==> config.mk <==
export PLATFORM = sky130hd
export DESIGN_NAME = cdtimer
export DESIGN_NICKNAME = d
export VERILOG_FILES = /design/src/rtl/tmr_pkg.sv /design/src/rtl/tmr_split_reg.sv /design/src/rtl/tmr_regfile.sv /design/src/rtl/tmr_countdown.sv /design/src/rtl/tmr_irq_out.sv /design/src/rtl/cdtimer.sv
export SDC_FILE = /design/constraint.sdc
export NUM_CORES = 1
export LEC_CHECK = 0
export BUFFER_PORTS_ARGS = -buffer_cell sky130_fd_sc_hd__buf_2
export CORE_MARGIN = 3
export CORE_UTILIZATION = 35
export CTS_BUF_LIST = sky130_fd_sc_hd__clkbuf_8
export CTS_CLUSTER_DIAMETER = 30
export DETAILED_ROUTE_END_ITERATION = 6
export SYNTH_ARGS = -nofsm -noshare
export SYNTH_HDL_FRONTEND = slang
export SYNTH_SLANG_ARGS = --single-unit
==> constraint.sdc <==
create_clock -name clk -period 9.4 [get_ports clk]
set_input_delay 1.88 -clock clk [delete_from_list [all_inputs] [get_ports clk]]
set_output_delay 1.88 -clock clk [all_outputs]
set_load 0.01 [all_outputs]
==> src/rtl/tmr_pkg.sv <==
package tmr_pkg;
  // Register byte offsets
  localparam int unsigned OFF_CFG   = 'h00;
  localparam int unsigned OFF_MODEA = 'h04;
  localparam int unsigned OFF_MODEB = 'h08;
  localparam int unsigned OFF_CTRL  = 'h0C;
  localparam int unsigned OFF_MASK  = 'h18;
  localparam int unsigned OFF_RAW   = 'h1C;
  localparam int unsigned OFF_MSKD  = 'h20;
  localparam int unsigned OFF_CLR   = 'h24;
  localparam int unsigned OFF_LOAD  = 'h28;
  localparam int unsigned OFF_MATCH = 'h30;

  // Field positions
  localparam int unsigned CTRL_RUN_BIT  = 0;
  localparam int unsigned CTRL_TRIG_BIT = 5;
  localparam int unsigned MODE_ONE_BIT  = 0;
  localparam int unsigned STAT_TMO_BIT  = 0;

  localparam logic [31:0] MASK_KEEP     = 32'h0000_0077;
  localparam int unsigned CFG_SPLIT_MIN = 4;
endpackage

==> src/rtl/tmr_split_reg.sv <==
module tmr_split_reg #(
  parameter int unsigned DATA_W = 32
) (
  input  logic              clk,
  input  logic              rst_n,
  input  logic              wr_en,
  input  logic              wide,
  input  logic [DATA_W-1:0] wdata,
  output logic [DATA_W-1:0] read_o
);
  localparam int unsigned HALF_W = DATA_W / 2;

  logic [HALF_W-1:0] lo_q, lo_d;
  logic [HALF_W-1:0] hi_q, hi_d;

  always_comb begin
    lo_d = lo_q;
    hi_d = hi_q;
    if (wr_en) begin
      lo_d = wdata[HALF_W-1:0];
      if (wide) begin
        hi_d = wdata[DATA_W-1:HALF_W];
      end
    end
  end

  always_ff @(posedge clk or negedge rst_n) begin
    if (!rst_n) begin
      lo_q <= '0;
      hi_q <= '0;
    end else begin
      lo_q <= lo_d;
      hi_q <= hi_d;
    end
  end

  assign read_o = wide ? {hi_q, lo_q} : {{HALF_W{1'b0}}, lo_q};
endmodule

==> src/rtl/tmr_regfile.sv <==
module tmr_regfile
  import tmr_pkg::*;
#(
  parameter int unsigned DATA_W = 32,
  parameter int unsigned ADDR_W = 8
) (
  input  logic              clk,
  input  logic              rst_n,
  input  logic [ADDR_W-1:0] bus_addr,
  input  logic              bus_we,
  input  logic [DATA_W-1:0] bus_wdata,
  output logic [DATA_W-1:0] bus_rdata,
  input  logic              tmo_i,
  input  logic              stop_i,
  output logic              start_o,
  output logic              run_o,
  output logic              trig_en_o,
  output logic              oneshot_o,
  output logic              cfg_cd_o,
  output logic [DATA_W-1:0] load_o,
  output logic [DATA_W-1:0] mask_o,
  output logic [DATA_W-1:0] status_o
);
  localparam int unsigned NSPLIT = 2;

  logic [DATA_W-1:0] cfg_q, cfg_d, modea_q, modea_d, modeb_q, modeb_d;
  logic [DATA_W-1:0] ctrl_q, ctrl_d, mask_q, mask_d, stat_q, stat_d;
  logic              wr_cfg, wr_modea, wr_modeb, wr_ctrl, wr_mask, wr_clr;
  logic              wide;
  logic [NSPLIT-1:0] split_we;
  logic [DATA_W-1:0] split_rd [NSPLIT];

  assign wr_cfg   = bus_we && (bus_addr == ADDR_W'(OFF_CFG));
  assign wr_modea = bus_we && (bus_addr == ADDR_W'(OFF_MODEA));
  assign wr_modeb = bus_we && (bus_addr == ADDR_W'(OFF_MODEB));
  assign wr_ctrl  = bus_we && (bus_addr == ADDR_W'(OFF_CTRL));
  assign wr_mask  = bus_we && (bus_addr == ADDR_W'(OFF_MASK));
  assign wr_clr   = bus_we && (bus_addr == ADDR_W'(OFF_CLR));
  assign split_we[0] = bus_we && (bus_addr == ADDR_W'(OFF_LOAD));
  assign split_we[1] = bus_we && (bus_addr == ADDR_W'(OFF_MATCH));
  assign wide = (cfg_q < DATA_W'(CFG_SPLIT_MIN));

  // Load (index 0) and match (index 1) share the split-half layout
  for (genvar g = 0; g < NSPLIT; g++) begin : g_split
    tmr_split_reg #(.DATA_W(DATA_W)) u_half (
      .clk    (clk),
      .rst_n  (rst_n),
      .wr_en  (split_we[g]),
      .wide   (wide),
      .wdata  (bus_wdata),
      .read_o (split_rd[g])
    );
  end

  always_comb begin
    cfg_d   = wr_cfg   ? bus_wdata : cfg_q;
    modea_d = wr_modea ? bus_wdata : modea_q;
    modeb_d = wr_modeb ? bus_wdata : modeb_q;
    mask_d  = wr_mask  ? (bus_wdata & MASK_KEEP[DATA_W-1:0]) : mask_q;

    ctrl_d = ctrl_q;
    if (stop_i) begin
      ctrl_d[CTRL_RUN_BIT] = 1'b0;
    end
    if (wr_ctrl) begin
      ctrl_d = bus_wdata;
    end

    stat_d = stat_q;
    if (wr_clr) begin
      stat_d = stat_q & ~bus_wdata;
    end
    if (tmo_i) begin
      stat_d[STAT_TMO_BIT] = 1'b1;
    end
  end

  always_ff @(posedge clk or negedge rst_n) begin
    if (!rst_n) begin
      cfg_q   <= '0;
      modea_q <= '0;
      modeb_q <= '0;
      ctrl_q  <= '0;
      mask_q  <= '0;
      stat_q  <= '0;
    end else begin
      cfg_q   <= cfg_d;
      modea_q <= modea_d;
      modeb_q <= modeb_d;
      ctrl_q  <= ctrl_d;
      mask_q  <= mask_d;
      stat_q  <= stat_d;
    end
  end

  always_comb begin
    bus_rdata = '0;
    case (bus_addr)
      ADDR_W'(OFF_CFG):   bus_rdata = cfg_q;
      ADDR_W'(OFF_MODEA): bus_rdata = modea_q;
      ADDR_W'(OFF_MODEB): bus_rdata = modeb_q;
      ADDR_W'(OFF_CTRL):  bus_rdata = ctrl_q;
      ADDR_W'(OFF_MASK):  bus_rdata = mask_q;
      ADDR_W'(OFF_RAW):   bus_rdata = stat_q;
      ADDR_W'(OFF_MSKD):  bus_rdata = stat_q & mask_q;
      ADDR_W'(OFF_LOAD):  bus_rdata = split_rd[0];
      ADDR_W'(OFF_MATCH): bus_rdata = split_rd[1];
      default:            bus_rdata = '0;
    endcase
  end

  assign start_o   = wr_ctrl && bus_wdata[CTRL_RUN_BIT] && !ctrl_q[CTRL_RUN_BIT];
  assign run_o     = ctrl_q[CTRL_RUN_BIT];
  assign trig_en_o = ctrl_q[CTRL_TRIG_BIT];
  assign oneshot_o = modea_q[MODE_ONE_BIT];
  assign cfg_cd_o  = (cfg_q == '0);
  assign load_o    = split_rd[0];
  assign mask_o    = mask_q;
  assign status_o  = stat_q;
endmodule

==> src/rtl/tmr_countdown.sv <==
module tmr_countdown #(
  parameter int unsigned CNT_W = 32
) (
  input  logic             clk,
  input  logic             rst_n,
  input  logic             start_i,
  input  logic             run_i,
  input  logic             oneshot_i,
  input  logic [CNT_W-1:0] load_i,
  output logic             tmo_o,
  output logic             stop_o,
  output logic [CNT_W-1:0] count_o
);
  localparam logic [CNT_W-1:0] ONE = CNT_W'(1);

  logic [CNT_W-1:0] cnt_q, cnt_d, eff_load;
  logic             tmo;

  assign eff_load = (load_i == '0) ? ONE : load_i;
  assign tmo      = run_i && (cnt_q == ONE);

  always_comb begin
    cnt_d = cnt_q;
    if (start_i) begin
      cnt_d = eff_load;
    end else if (run_i) begin
      cnt_d = tmo ? eff_load : (cnt_q - ONE);
    end
  end

  always_ff @(posedge clk or negedge rst_n) begin
    if (!rst_n) begin
      cnt_q <= '0;
    end else begin
      cnt_q <= cnt_d;
    end
  end

  assign tmo_o   = tmo;
  assign stop_o  = tmo && oneshot_i;
  assign count_o = cnt_q;
endmodule

==> src/rtl/tmr_irq_out.sv <==
module tmr_irq_out #(
  parameter int unsigned DATA_W = 32
) (
  input  logic              clk,
  input  logic              rst_n,
  input  logic              tmo_i,
  input  logic              trig_en_i,
  input  logic [DATA_W-1:0] status_i,
  input  logic [DATA_W-1:0] mask_i,
  output logic              irq_o,
  output logic              trig_o
);
  logic irq_q, irq_d, trig_q, trig_d;

  always_comb begin
    irq_d  = |(status_i & mask_i);
    trig_d = tmo_i && trig_en_i;
  end

  always_ff @(posedge clk or negedge rst_n) begin
    if (!rst_n) begin
      irq_q  <= 1'b0;
      trig_q <= 1'b0;
    end else begin
      irq_q  <= irq_d;
      trig_q <= trig_d;
    end
  end

  assign irq_o  = irq_q;
  assign trig_o = trig_q;
endmodule

==> src/rtl/cdtimer.sv <==
module cdtimer #(
  parameter int unsigned DATA_W = 32,
  parameter int unsigned ADDR_W = 8
) (
  input  logic              clk,
  input  logic              rst_n,
  input  logic [ADDR_W-1:0] bus_addr,
  input  logic              bus_we,
  input  logic [DATA_W-1:0] bus_wdata,
  output logic [DATA_W-1:0] bus_rdata,
  output logic              irq_o,
  output logic              trig_o
);
  logic [1:0]        rst_pipe;
  logic              rst_sync_n;
  logic              start, run, trig_en, oneshot, cfg_cd, tmo, stop;
  logic [DATA_W-1:0] load, mask, status, count;

  // Reset asserts at once and releases on a clock edge
  always_ff @(posedge clk or negedge rst_n) begin
    if (!rst_n) begin
      rst_pipe <= '0;
    end else begin
      rst_pipe <= {rst_pipe[0], 1'b1};
    end
  end
  assign rst_sync_n = rst_pipe[1];

  tmr_regfile #(.DATA_W(DATA_W), .ADDR_W(ADDR_W)) u_regs (
    .clk       (clk),
    .rst_n     (rst_sync_n),
    .bus_addr  (bus_addr),
    .bus_we    (bus_we),
    .bus_wdata (bus_wdata),
    .bus_rdata (bus_rdata),
    .tmo_i     (tmo),
    .stop_i    (stop),
    .start_o   (start),
    .run_o     (run),
    .trig_en_o (trig_en),
    .oneshot_o (oneshot),
    .cfg_cd_o  (cfg_cd),
    .load_o    (load),
    .mask_o    (mask),
    .status_o  (status)
  );

  tmr_countdown #(.CNT_W(DATA_W)) u_cnt (
    .clk       (clk),
    .rst_n     (rst_sync_n),
    .start_i   (start),
    .run_i     (run && cfg_cd),
    .oneshot_i (oneshot),
    .load_i    (load),
    .tmo_o     (tmo),
    .stop_o    (stop),
    .count_o   (count)
  );

  tmr_irq_out #(.DATA_W(DATA_W)) u_out (
    .clk       (clk),
    .rst_n     (rst_sync_n),
    .tmo_i     (tmo),
    .trig_en_i (trig_en),
    .status_i  (status),
    .mask_i    (mask),
    .irq_o     (irq_o),
    .trig_o    (trig_o)
  );
endmodule

==> metrics.md, run 1 <==
| Metric | Value |
|---|---|
| Clk_skew | `0.0153 ns` |
| Clock latency on the worst-skew pair | `0.59 ns` |
| Max-cap viol count | `0` |
| Required time of the critical path | `7.52 ns` |
| DRC violations left | `0` |
| CTS tree | `done` |
| Final min period | `6.67 ns` |
| Synthesis-stage register bit count | `266` |
| Post-synthesis cell count | `1042` |
| GRT Total Usage | `18.7%` |
| Status | `completed` |
| Setup bufs post-CTS | `0` |
| Count leader, synth | `dfrtp_1` |
| Num ports | `77` |
| FILL cells | `3253` |
| Final HPWL DP | `24100 um` |
| H-tree levels | `2` |
| Drt via density | `5.71` |
| Worst r2r src | `u_regs.cfg_q[16]$_DFFE_PN0P_` |
| CTS sink cnt | `266` |
| Hold_buf cts | `0` |
| Clk slew on worst S/H paths | `0.06 ns` |
| Power consumption | `2.86 mW` |
| Clock Path Buffers | `3` |
| Critical path arrival | `4.79 ns` |
| Vias in the first global route | `9461` |
| CTS buffer count | `56` |
| PD cells | `194 nW/um^2` |
| Synth-to-Final Area Change | `17.5%` |
| Nets | `1179` |
| Number of flops mapped to enable cells by yosys | `0` |
| Synth top area share | `53.0%` |
| Post-cts sizing count | `0` |
| Final worst-path cycle share | `70.9%` |
| Worst Hold Class | `reg -> async` |
| Most frequent cells after synthesis | `dfrtp_1, mux2_2, nand2_1` |
| Longest individual stage delay on the worst path | `0.81 ns` |
| Worst vdd ir | `97.0 uV` |
| Fin. max-slew vios | `0` |
| Drt pass-1 iters | `7` |
| Setup Viol. Count Final | `0` |
| Gr ovfl total | `0` |
| Mapped Nets | `1087` |
| Crit path top cell by count | `buf_2` |
| Core Area | `35000 um^2` |
| Crit Path Category | `in -> out` |
| Fin. Hold Viols | `0` |
| Initial Utilization | `35.9%` |
| Worst slew margin | `25.8%` |
| Top post-synthesis cells by area | `dfrtp_1, mux2_2, a22oi_1` |
| Die X | `195 um` |
| Critical path origin | `bus_addr[2]` |
| Highest clock rate | `150 MHz` |
| Routed WL | `36400 um` |
| Place WS | `2.78 ns` |
| Routed WL per cell | `22.3 um` |
| Crit-path slowest cell | `nor4b_2` |
| Post-synth top flop | `dfrtp_1` |
| Unrepaired setup endpoints after global routing | `false` |
| Least-Margin Pin Slew | `1.11 ns` |
| CP max FO | `20` |
| Worst-path cell chain | `buf_2, and4bb_2, nor4b_2, buf_4, a222oi_1, o21ai_0, buf_2` |
| Non-Filler Instances | `1636` |
| Share of layout cells above drive strength 1 | `32.5%` |
| Root Driver | `clkbuf_8` |
| PortBufs | `76` |
| Die ar. | `38200 um^2` |
| Iter 0 DRT Violations | `806` |
| Global placement routability congestion | `0.844` |
| Post-route ant nets | `0` |
| Unique masters post-synth | `76` |
| Critical Path Start Type | `input port` |
| Row cnt | `68` |
| Final TNS setup | `0 ns` |
| First-pass GRT wire length | `56800 um` |
| Pin count of the biggest net entering global routing | `170` |
| Final worst slack | `2.73 ns` |
| Placed Cells | `1531` |
| Initial antenna violation count | `2` |
| Yosys warnings | `0` |
| Syn avg cell area | `12.1 um^2` |
| Die Height | `195 um` |
| Register area share after synthesis | `53.0%` |
| P_leak | `6.90 nW` |
| Via count | `9338` |
| Yosys top cell by area | `dfrtp_1` |
| Kind of end point of the critical path | `output pin` |
| Ys async rst share | `100%` |
| Synthesized area | `12600 um^2` |
-- cells in the final DEF (no fill, tap or decap), drive strengths merged, types with 5 or more instances in the layout --
cell / n
and3: 5
nand2: 63
mux2: 197
a21boi: 31
a21o: 9
a221oi: 6
a21oi: 29
mux2i: 33
clkbuf: 73
o211ai: 7
a22oi: 47
a211o: 6
dfrtp: 266
buf: 93
nor3: 17
nand2b: 5
nor4: 28
nor2: 36
nor4b: 5
nand4: 8
clkinv: 11
o21ai: 58
bufinv: 7
a222oi: 16
inv: 14
nand3: 38
or3: 13
-- critical path: cells and delay by family --
family	cells	cell delay, ns
buffers and inverters	3	1.04
AO/OA/AOI/OAI	2	0.34
AND/OR/NAND/NOR	2	1.50
-- flip-flops by register name (all words and copies together) (netlist names), 6 cells and up --
signal / cells
u_regs.cfg_q: 32
u_cnt.count_o: 32
u_regs.g_split.u_half.hi_q: 32
u_regs.status_o: 32
u_regs.modeb_q: 32
u_regs.modea_q: 32
u_regs.ctrl_q: 32
u_regs.g_split.u_half.lo_q: 32
u_regs.mask_o: 6
-- cell families (layout without fill, tap and decap cells) --
| logic type | Yosys count | count (layout) | synth area share, % |
|---|---|---|---|
| compound gates | 239 | 239 | 13.4 |
| xor+xnor | 1 | 1 | 0.0697 |
| fa+ha+maj | 2 | 2 | 0.199 |
| buf+inv | 63 | 200 | 2.13 |
| flops | 266 | 266 | 53.0 |
| mux | 230 | 230 | 20.3 |
| other cells | 1 | 3 | 0.0298 |
| simple gates | 240 | 240 | 10.9 |
-- area by class of cell --
type / count / area [um^2] / share of cell area [%]
antenna: 2 / 5.00 / 0.0339
clock buffer: 73 / 1000 / 6.81
clock inverter: 30 / 322 / 2.18
inverter: 4 / 15.0 / 0.102
multi-input combinational: 713 / 5660 / 38.4
sequential: 266 / 6660 / 45.1
tap: 455 / 569 / 3.86
timing repair buffer: 93 / 520 / 3.53
-- per-stage QoR --
step | instance area, um^2 | utilization [%] | hold WS (ns)
after floorplan | 12600 | - | 0.331
after global placement | 13400 | 38.4 | 0.236
after detailed placement | 13400 | 38.4 | 0.245
after CTS | 14800 | 42.2 | 0.235
after global routing | 14800 | 42.2 | 0.246
final | 14800 | 42.2 | 0.216
-- routing by layer --
layer  GRT usage, %  share of wire [%]  vias up
met2           30.1                 47      311
met5              0              0.036        -
li1               -                  -     4176
met3           3.73                5.9       60
met4           5.39                2.1        2
met1           25.7                 45     4789
-- power by group --
part	internal (mW)	switching (mW)	leakage [nW]	total (mW)
registers	1.20	0.0477	3.58	1.25
clock network	0.888	0.522	0.721	1.41
logic	0.0774	0.128	2.60	0.205
-- final timing paths --
kind                                                                end  slack (ns)  cells past startpoint
max in group asynchronous  u_regs.g_split[0].u_half.lo_q[1]$_DFFE_PN0P_        6.99                      2
setup / recovery                                          bus_rdata[31]        2.73                      7
hold / removal                          u_regs.status_o[20]$_DFFE_PN0P_        0.22                      0
hold reg to reg                         u_regs.status_o[20]$_DFFE_PN0P_        0.22                      0
min in group clk                                  rst_pipe[1]$_DFF_PN0_        0.35                      0
setup reg to reg                          u_cnt.count_o[26]$_DFFE_PN0P_        6.23                      6
No activity file was read; power rests on OpenSTA's default activity.
==> run 2: changes to the inputs <==
--- a/config.mk
+++ b/config.mk
@@ -5,6 +5,7 @@
 export SDC_FILE = /design/constraint.sdc
 export NUM_CORES = 1
 export LEC_CHECK = 0
+export ABC_AREA = 1
 export BUFFER_PORTS_ARGS = -buffer_cell sky130_fd_sc_hd__buf_2
 export CORE_MARGIN = 3
 export CORE_UTILIZATION = 35
==> constraint.sdc (replaced) <==
create_clock -name clk -period 5.6 [get_ports clk]
set_input_delay 1.12 -clock clk [delete_from_list [all_inputs] [get_ports clk]]
set_output_delay 1.12 -clock clk [all_outputs]
set_load 0.01 [all_outputs]
==> run 2 against run 1 <==
Net effect:
- total power rose by 98%
- non-clock buffer count up 4
- die area is 2.0% higher
- global-route usage increased by 2.3 points
- final area up 2.3%
- critical path type unchanged
- flip-flop and latch count unchanged
- largest cell class unchanged
- clock skew grew 0.037 ns
- via count increased by 23%
==> metrics.md, run 2 <==
| Metric | Value |
|---|---|
| Hold_buf cts | `0 (unchanged)` |
| Synthesis-stage register bit count | `266 (unchanged)` |
| First-pass GRT wire length | `64100 um (was 56800 um)` |
| Critical Path Start Type | `input port (unchanged)` |
| Kind of end point of the critical path | `output pin (unchanged)` |
| Global placement routability congestion | `0.884 (was 0.844)` |
| Post-route ant nets | `0 (unchanged)` |
| Unrepaired setup endpoints after global routing | `false (unchanged)` |
| Initial antenna violation count | `0 (was 2)` |
| Power consumption | `5.66 mW (was 2.86 mW)` |
| Row cnt | `69 (was 68)` |
| Die X | `197 um (was 195 um)` |
| PD cells | `375 nW/um^2 (was 194 nW/um^2)` |
| Routed WL | `40300 um (was 36400 um)` |
| Final HPWL DP | `27500 um (was 24100 um)` |
| Critical path arrival | `3.54 ns (was 4.79 ns)` |
| Final min period | `4.66 ns` |
| Worst slew margin | `20.4% (was 25.8%)` |
| Max-cap viol count | `0 (unchanged)` |
| Initial Utilization | `35.8% (was 35.9%)` |
| Least-Margin Pin Slew | `1.19 ns (was 1.11 ns)` |
| Synth top area share | `51.9% (was 53.0%)` |
| Placed Cells | `2075 (was 1531)` |
| Nets | `1729 (was 1179)` |
| Via count | `11500 (was 9338)` |
| Fin. Hold Viols | `0 (unchanged)` |
| CP max FO | `20 (unchanged)` |
| Commonest non-fill, non-tap cell in the layout | `nand2_1 (was dfrtp_1)` |
| CTS buffer count | `68 (was 56)` |
| Final worst slack | `0.941 ns (was 2.73 ns)` |
| Synth-to-Final Area Change | `17.7% (was 17.5%)` |
| Setup Viol. Count Final | `0 (unchanged)` |
| Setup bufs post-CTS | `0 (unchanged)` |
| Routed WL per cell | `18.3 um (was 22.3 um)` |
| Die ar. | `39000 um^2 (was 38200 um^2)` |
| Syn avg cell area | `8.07 um^2 (was 12.1 um^2)` |
| Root Driver | `clkbuf_8 (unchanged)` |
| Clock latency on the worst-skew pair | `0.59 ns (about the same)` |
| Top post-synthesis cells by area | `dfrtp_1, nand2_1, o21ai_0 (was dfrtp_1, mux2_2, a22oi_1)` |
| Num ports | `77 (unchanged)` |
| Hold slack | `0.310 ns (was 0.216 ns)` |
| P_leak | `7.59 nW (was 6.90 nW)` |
| Clk slew on worst S/H paths | `0.05 ns (was 0.06 ns)` |
| Count leader, synth | `nand2_1 (was dfrtp_1)` |
| Iter 0 DRT Violations | `1048 (was 806)` |
| Synthesized area | `12800 um^2 (was 12600 um^2)` |
| Fin. max-slew vios | `0 (unchanged)` |
| Post-synthesis cell count | `1589 (was 1042)` |
| Yosys warnings | `0 (unchanged)` |
| Gr ovfl total | `0 (unchanged)` |
| Worst vdd ir | `175 uV (was 97.0 uV)` |
| Mapped Nets | `1634 (was 1087)` |
| Ys async rst share | `100% (unchanged)` |
| Post-synth top flop | `dfrtp_1 (unchanged)` |
| PortBufs | `76 (unchanged)` |
| Number of flops mapped to enable cells by yosys | `0 (unchanged)` |
| Highest clock rate | `215 MHz` |
| Die Height | `197 um (was 195 um)` |
| Clock Path Buffers | `3 (unchanged)` |
| Drt via density | `5.23 (was 5.71)` |
| Final TNS setup | `0 ns (unchanged)` |
| Unique masters post-synth | `40 (was 76)` |
| CTS tree | `done (unchanged)` |
| Non-Filler Instances | `2196 (was 1636)` |
| Required time of the critical path | `4.48 ns (was 7.52 ns)` |
| Clk_skew | `0.0520 ns (was 0.0153 ns)` |
| Final worst-path cycle share | `83.2%` |
| Pin count of the biggest net entering global routing | `143 (was 170)` |
| GRT Total Usage | `21.0% (was 18.7%)` |
| Crit Path Category | `in -> out (unchanged)` |
| Place WS | `0.994 ns (was 2.78 ns)` |
| Vias in the first global route | `11400 (was 9461)` |
| Post-cts sizing count | `0 (unchanged)` |
| Share of layout cells above drive strength 1 | `13.6% (was 32.5%)` |
| DRC violations left | `0 (unchanged)` |
| Core Area | `35800 um^2 (was 35000 um^2)` |
| CTS sink cnt | `266 (unchanged)` |
| Register area share after synthesis | `51.9% (was 53.0%)` |
| Worst Hold Class | `in -> async (was reg -> async)` |
| Commonest non-fill, non-tap cells in the layout | `nand2_1, o21ai_0, dfrtp_1, inv_1, nor2_1 (was dfrtp_1, mux2_2, buf_2, clkbuf_8, nand2_1)` |
| H-tree levels | `3 (was 2)` |
| Drt pass-1 iters | `5 (was 7)` |
| Status | `completed (unchanged)` |
| Most frequent cells after synthesis | `nand2_1, o21ai_0, dfrtp_1 (was dfrtp_1, mux2_2, nand2_1)` |
| Yosys top cell by area | `dfrtp_1 (unchanged)` |
==> run 2: cell count changes in the layout (fill, tap and decap cells not counted), sizes merged, moves of 13 or more <==
cell | before | now
nor4 | 28 | 3
nor2 | 36 | 137
inv | 14 | 199
or3 | 13 | 0
a221oi | 6 | 29
o21ai | 58 | 281
a21boi | 31 | 0
a22oi | 47 | 0
a22o | 0 | 14
mux2 | 197 | 13
mux2i | 33 | 0
nand2 | 63 | 396
a222oi | 16 | 0
nand3 | 38 | 85
==> run 2: worst paths after layout <==
| check | from | to | slack (ns) | cells after the start |
|---|---|---|---|---|
| min reg2reg | rst_pipe[0]$_DFF_PN0_ | rst_pipe[1]$_DFF_PN0_ | 0.34 | 0 |
| min in group clk | rst_pipe[0]$_DFF_PN0_ | rst_pipe[1]$_DFF_PN0_ | 0.34 | 0 |
| max reg2reg | u_regs.cfg_q[15]$_DFFE_PN0P_ | u_cnt.count_o[14]$_DFFE_PN0P_ | 2.41 | 11 |
| max in group asynchronous | rst_pipe[1]$_DFF_PN0_ | u_regs.status_o[22]$_DFFE_PN0P_ | 3.72 | 1 |
| min | rst_n | rst_pipe[0]$_DFF_PN0_ | 0.31 | 1 |
| max | bus_addr[7] | bus_rdata[30] | 0.94 | 10 |
==> run 2: critical path, stage by stage <==
cell	delay, ns
buf_2	0.09
nor2_1	0.38
inv_1	0.15
nor3_2	0.17
buf_4	0.28
nand2_1	0.62
nor2_1	0.27
nor3_1	0.10
o211ai_1	0.16
buf_2	0.20
==> run 2: logic make-up after synthesis <==
family                   Yosys count  synth area share [%]
AO/OA/AOI/OAI                    382                  16.8
other                              1                0.0292
multiplexers                      13                  1.14
buffers and inverters            256                  7.85
flip-flops                       266                  51.9
adder cells (fa/ha/maj)            2                 0.195
AND/OR/NAND/NOR                  652                  20.9
XOR/XNOR                          17                  1.16
==> run 2: area by class of cell <==
cell class                 count  area [um^2]
fill                        3610        20700
sequential                   266         6660
multi-input combinational   1067         5180
clock buffer                  78         1070
inverter                     184          691
tap                          461          577
timing repair buffer          97          551
clock inverter                42          365
antenna                        1         2.50
==> run 2: per-stage QoR <==
stage	utilization (%)	area [um^2]
6_report	42.1	15100
5_1_grt	42.1	15100
4_1_cts	42.1	15100
3_5_place_dp	38.1	13700
3_3_place_gp	38.1	13700
2_1_floorplan	-	12800
==> run 2: layer usage <==
| metal | vias up | track usage [%] | part of all wire (%) |
|---|---|---|---|
| met4 | 0 | 7.73 | 2.6 |
| met1 | 5557 | 29.4 | 46 |
| li1 | 5438 | - | - |
| met2 | 417 | 32.0 | 45 |
| met3 | 79 | 4.66 | 7.1 |
| met5 | - | 0 | 0 |
==> run 2: where the power goes <==
part / switching (mW) / total, mW / leakage, nW / internal (mW)
registers: 0.153 / 2.23 / 3.48 / 2.08
clock network: 0.975 / 2.53 / 0.785 / 1.55
logic: 0.619 / 0.902 / 3.32 / 0.283
total: 1.75 / 5.66 / 7.59 / 3.92
==> run 3: changes to the inputs <==
==> constraint.sdc (replaced) <==
create_clock -name clk -period 4.1 [get_ports clk]
set_input_delay 0.82 -clock clk [delete_from_list [all_inputs] [get_ports clk]]
set_output_delay 0.82 -clock clk [all_outputs]
set_load 0.01 [all_outputs]
==> run 3 against run 2 <==
Net effect:
- clock power up 31%
- register-to-register slack got worse by 0.99 ns
- clock skew decreased by 0.038 ns
- critical path type unchanged
- critical path depth increased by 2
- global-route usage decreased by 0.14 points
- via count is 0.44% lower
==> metrics.md, run 3 (synthesis results as in run 2) <==
| Metric | Value |
|---|---|
| Die X | `197 um (unchanged)` |
| CP max FO | `13 (was 20)` |
| Setup bufs post-CTS | `0 (unchanged)` |
| CTS buffer count | `61 (was 68)` |
| FF/Latch Area | `6660 um^2 (unchanged)` |
| Global placement routability congestion | `0.915 (was 0.884)` |
| Synth-to-Final Area Change | `18.3% (was 17.7%)` |
| Clk_skew | `0.0135 ns (was 0.0520 ns)` |
| Kind of end point of the critical path | `output pin (unchanged)` |
| Die Height | `197 um (unchanged)` |
| Initial Utilization | `35.8% (unchanged)` |
| Longest individual stage delay on the worst path | `0.48 ns (was 0.62 ns)` |
| Final worst slack | `0.371 ns (was 0.941 ns)` |
| H-tree levels | `2 (was 3)` |
| Setup Viol. Count Final | `0 (unchanged)` |
| Share of the core filled with cells | `42.3% (was 42.1%)` |
| Non-Filler Instances | `2201 (was 2196)` |
| FF-to-FF path depth | `12 (was 11)` |
| GRT Total Usage | `20.8% (was 21.0%)` |
| Flop pwr share | `40.1% (was 39.4%)` |
| Required time of the critical path | `3.28 ns (was 4.48 ns)` |
| Gr ovfl total | `0 (unchanged)` |
| Critical Path Sink | `bus_rdata[19] (was bus_rdata[30])` |
| Worst Hold Class | `reg -> reg (was in -> async)` |
| P_leak | `7.58 nW (was 7.59 nW)` |
| Routed WL | `40200 um (was 40300 um)` |
| Num ports | `77 (unchanged)` |
| Clk slew on worst S/H paths | `0.05 ns (about the same)` |
| DRC violations left | `0 (unchanged)` |
| Fin. max-slew vios | `0 (unchanged)` |
| Drt via density | `5.20 (was 5.23)` |
| Crit Path Category | `in -> out (unchanged)` |
| Core Area | `35800 um^2 (unchanged)` |
| First-pass GRT wire length | `64000 um (was 64100 um)` |
| Final HPWL DP | `28200 um (was 27500 um)` |
| Initial antenna violation count | `1 (was 0)` |
| R2r setup slk | `1.42 ns (was 2.41 ns)` |
| Worst vdd ir | `333 uV (was 175 uV)` |
| Commonest non-fill, non-tap cell in the layout | `nand2_1 (unchanged)` |
| NetSw | `2.37 mW (was 1.75 mW)` |
| Reg2Reg Capture Point | `u_cnt.count_o[16]$_DFFE_PN0P_ (was u_cnt.count_o[14]$_DFFE_PN0P_)` |
| Iter 0 DRT Violations | `1013 (was 1048)` |
| Via count | `11400 (was 11500)` |
| Highest clock rate | `268 MHz` |
| Share of layout cells above drive strength 1 | `13.9% (was 13.6%)` |
| Row cnt | `69 (unchanged)` |
| Pin count of the biggest net entering global routing | `65 (was 143)` |
| PortBufs | `76 (unchanged)` |
| Max-cap viol count | `0 (unchanged)` |
| FILL cells | `3625 (was 3610)` |
| Non-Filler Cell Area, Final | `15200 um^2 (was 15100 um^2)` |
| CTS sink cnt | `266 (unchanged)` |
| Internal | `5.23 mW (was 3.92 mW)` |
| Clock latency on the worst-skew pair | `0.61 ns (was 0.59 ns)` |
| Clock power share | `43.7% (was 44.6%)` |
| CTS tree | `done (unchanged)` |
| Nets | `1734 (was 1729)` |
| Vias in the first global route | `11200 (was 11400)` |
| Worst-path cell chain | `buf_2, inv_1, nand2_1, nor2_1, nand4_1, inv_1, buf_4, nand3_1, o21ai_0, a31oi_1, nand3_1, buf_2 (was buf_2, nor2_1, inv_1, nor3_2, buf_4, nand2_1, nor2_1, nor3_1, o211ai_1, buf_2)` |
| Final min period | `3.73 ns` |
| Die ar. | `39000 um^2 (unchanged)` |
| Critical path arrival | `2.91 ns (was 3.54 ns)` |
| Area after DPL | `13800 um^2 (was 13700 um^2)` |
| Final TNS setup | `0 ns (unchanged)` |
| PD cells | `501 nW/um^2 (was 375 nW/um^2)` |
| Combinational Power Share | `16.2% (was 15.9%)` |
| Least-Margin Pin Slew | `0.898 ns (was 1.19 ns)` |
| Clock Path Buffers | `3 (unchanged)` |
| Hold slack | `0.350 ns (was 0.310 ns)` |
| Fin. Hold Viols | `0 (unchanged)` |
| Placed Cells | `2086 (was 2075)` |
| Crit-path slowest cell | `inv_1 (was nand2_1)` |
| Power consumption | `7.60 mW (was 5.66 mW)` |
| Critical Path Start Type | `input port (unchanged)` |
| Unrepaired setup endpoints after global routing | `false (unchanged)` |
| Routed WL per cell | `18.3 um (about the same)` |
| Root Driver | `clkbuf_8 (unchanged)` |
| Critical path origin | `bus_addr[3] (was bus_addr[7])` |
| Footprint of the multi-input gates | `5180 um^2 (unchanged)` |
| Switching Fraction | `31.2% (was 30.9%)` |
| Drt pass-1 iters | `5 (unchanged)` |
| Place WS | `0.408 ns (was 0.994 ns)` |
| Worst slew margin | `40.0% (was 20.4%)` |
| Worst r2r src | `u_regs.cfg_q[11]$_DFFE_PN0P_ (was u_regs.cfg_q[15]$_DFFE_PN0P_)` |
| Final worst-path cycle share | `91.0%` |
| Status | `completed (unchanged)` |
| Commonest non-fill, non-tap cells in the layout | `nand2_1, o21ai_0, dfrtp_1, inv_1, nor2_1 (unchanged)` |
| Post-route ant nets | `0 (unchanged)` |
## run 3: changes by cell type in the layout (fill, tap and decap cells not counted), sizes merged
cell	before	now
clkinvlp	6	12
dlygate4sd3	0	1
inv	199	194
clkbuf	78	72
clkinv	15	13
buf	97	108
## run 3: cell type report
| cell class | count | area share [%] |
|---|---|---|
| clock inverter | 41 | 2.57 |
| timing repair buffer | 109 | 4.49 |
| sequential | 266 | 43.9 |
| clock buffer | 72 | 6.53 |
| multi-input combinational | 1067 | 34.1 |
| antenna | 1 | 0.0165 |
| tap | 461 | 3.80 |
| inverter | 184 | 4.55 |
## run 3: power by group through the flow
stage	sequential (mW)	combinational, mW	clock [mW]
floorplan	3.05	0.869	0
global placement	3.08	1.21	0
detailed placement	3.08	1.22	0
CTS	3.04	1.23	3.38
global route	3.07	1.41	3.53
finish	3.05	1.23	3.32
## run 3: metal layers
| metal | GRT usage [%] | part of all wire (%) |
|---|---|---|
| met5 | 0 | 0.032 |
| met2 | 32.3 | 45 |
| met4 | 6.31 | 2.3 |
| met3 | 3.55 | 6.5 |
| met1 | 30.0 | 46 |
## run 3: how the worst min path moves through the flow
stage | startpoint | end | slack (ns) | depth (start not counted)
final | rst_pipe[0]$_DFF_PN0_ | rst_pipe[1]$_DFF_PN0_ | 0.35 | 0
after detailed placement | rst_pipe[0]$_DFF_PN0_ | rst_pipe[1]$_DFF_PN0_ | 0.34 | 0
after global routing | rst_pipe[0]$_DFF_PN0_ | rst_pipe[1]$_DFF_PN0_ | 0.37 | 0
after CTS | rst_pipe[0]$_DFF_PN0_ | rst_pipe[1]$_DFF_PN0_ | 0.35 | 0
after floorplan | rst_pipe[0]$_DFF_PN0_ | rst_pipe[1]$_DFF_PN0_ | 0.33 | 0
after global placement | rst_pipe[0]$_DFF_PN0_ | rst_pipe[1]$_DFF_PN0_ | 0.34 | 0
## run 3: worst max-delay path: cells and delay by family
family	cells	cell delay [ns]
buf+inv	5	1.13
compound gates	2	0.15
simple gates	5	0.78
## run 3: timing repair
action / CTS / global route
gates resized for setup: 0 / 0
hold buffers: 1 / 0
hold endpoints to repair: 2 / 0
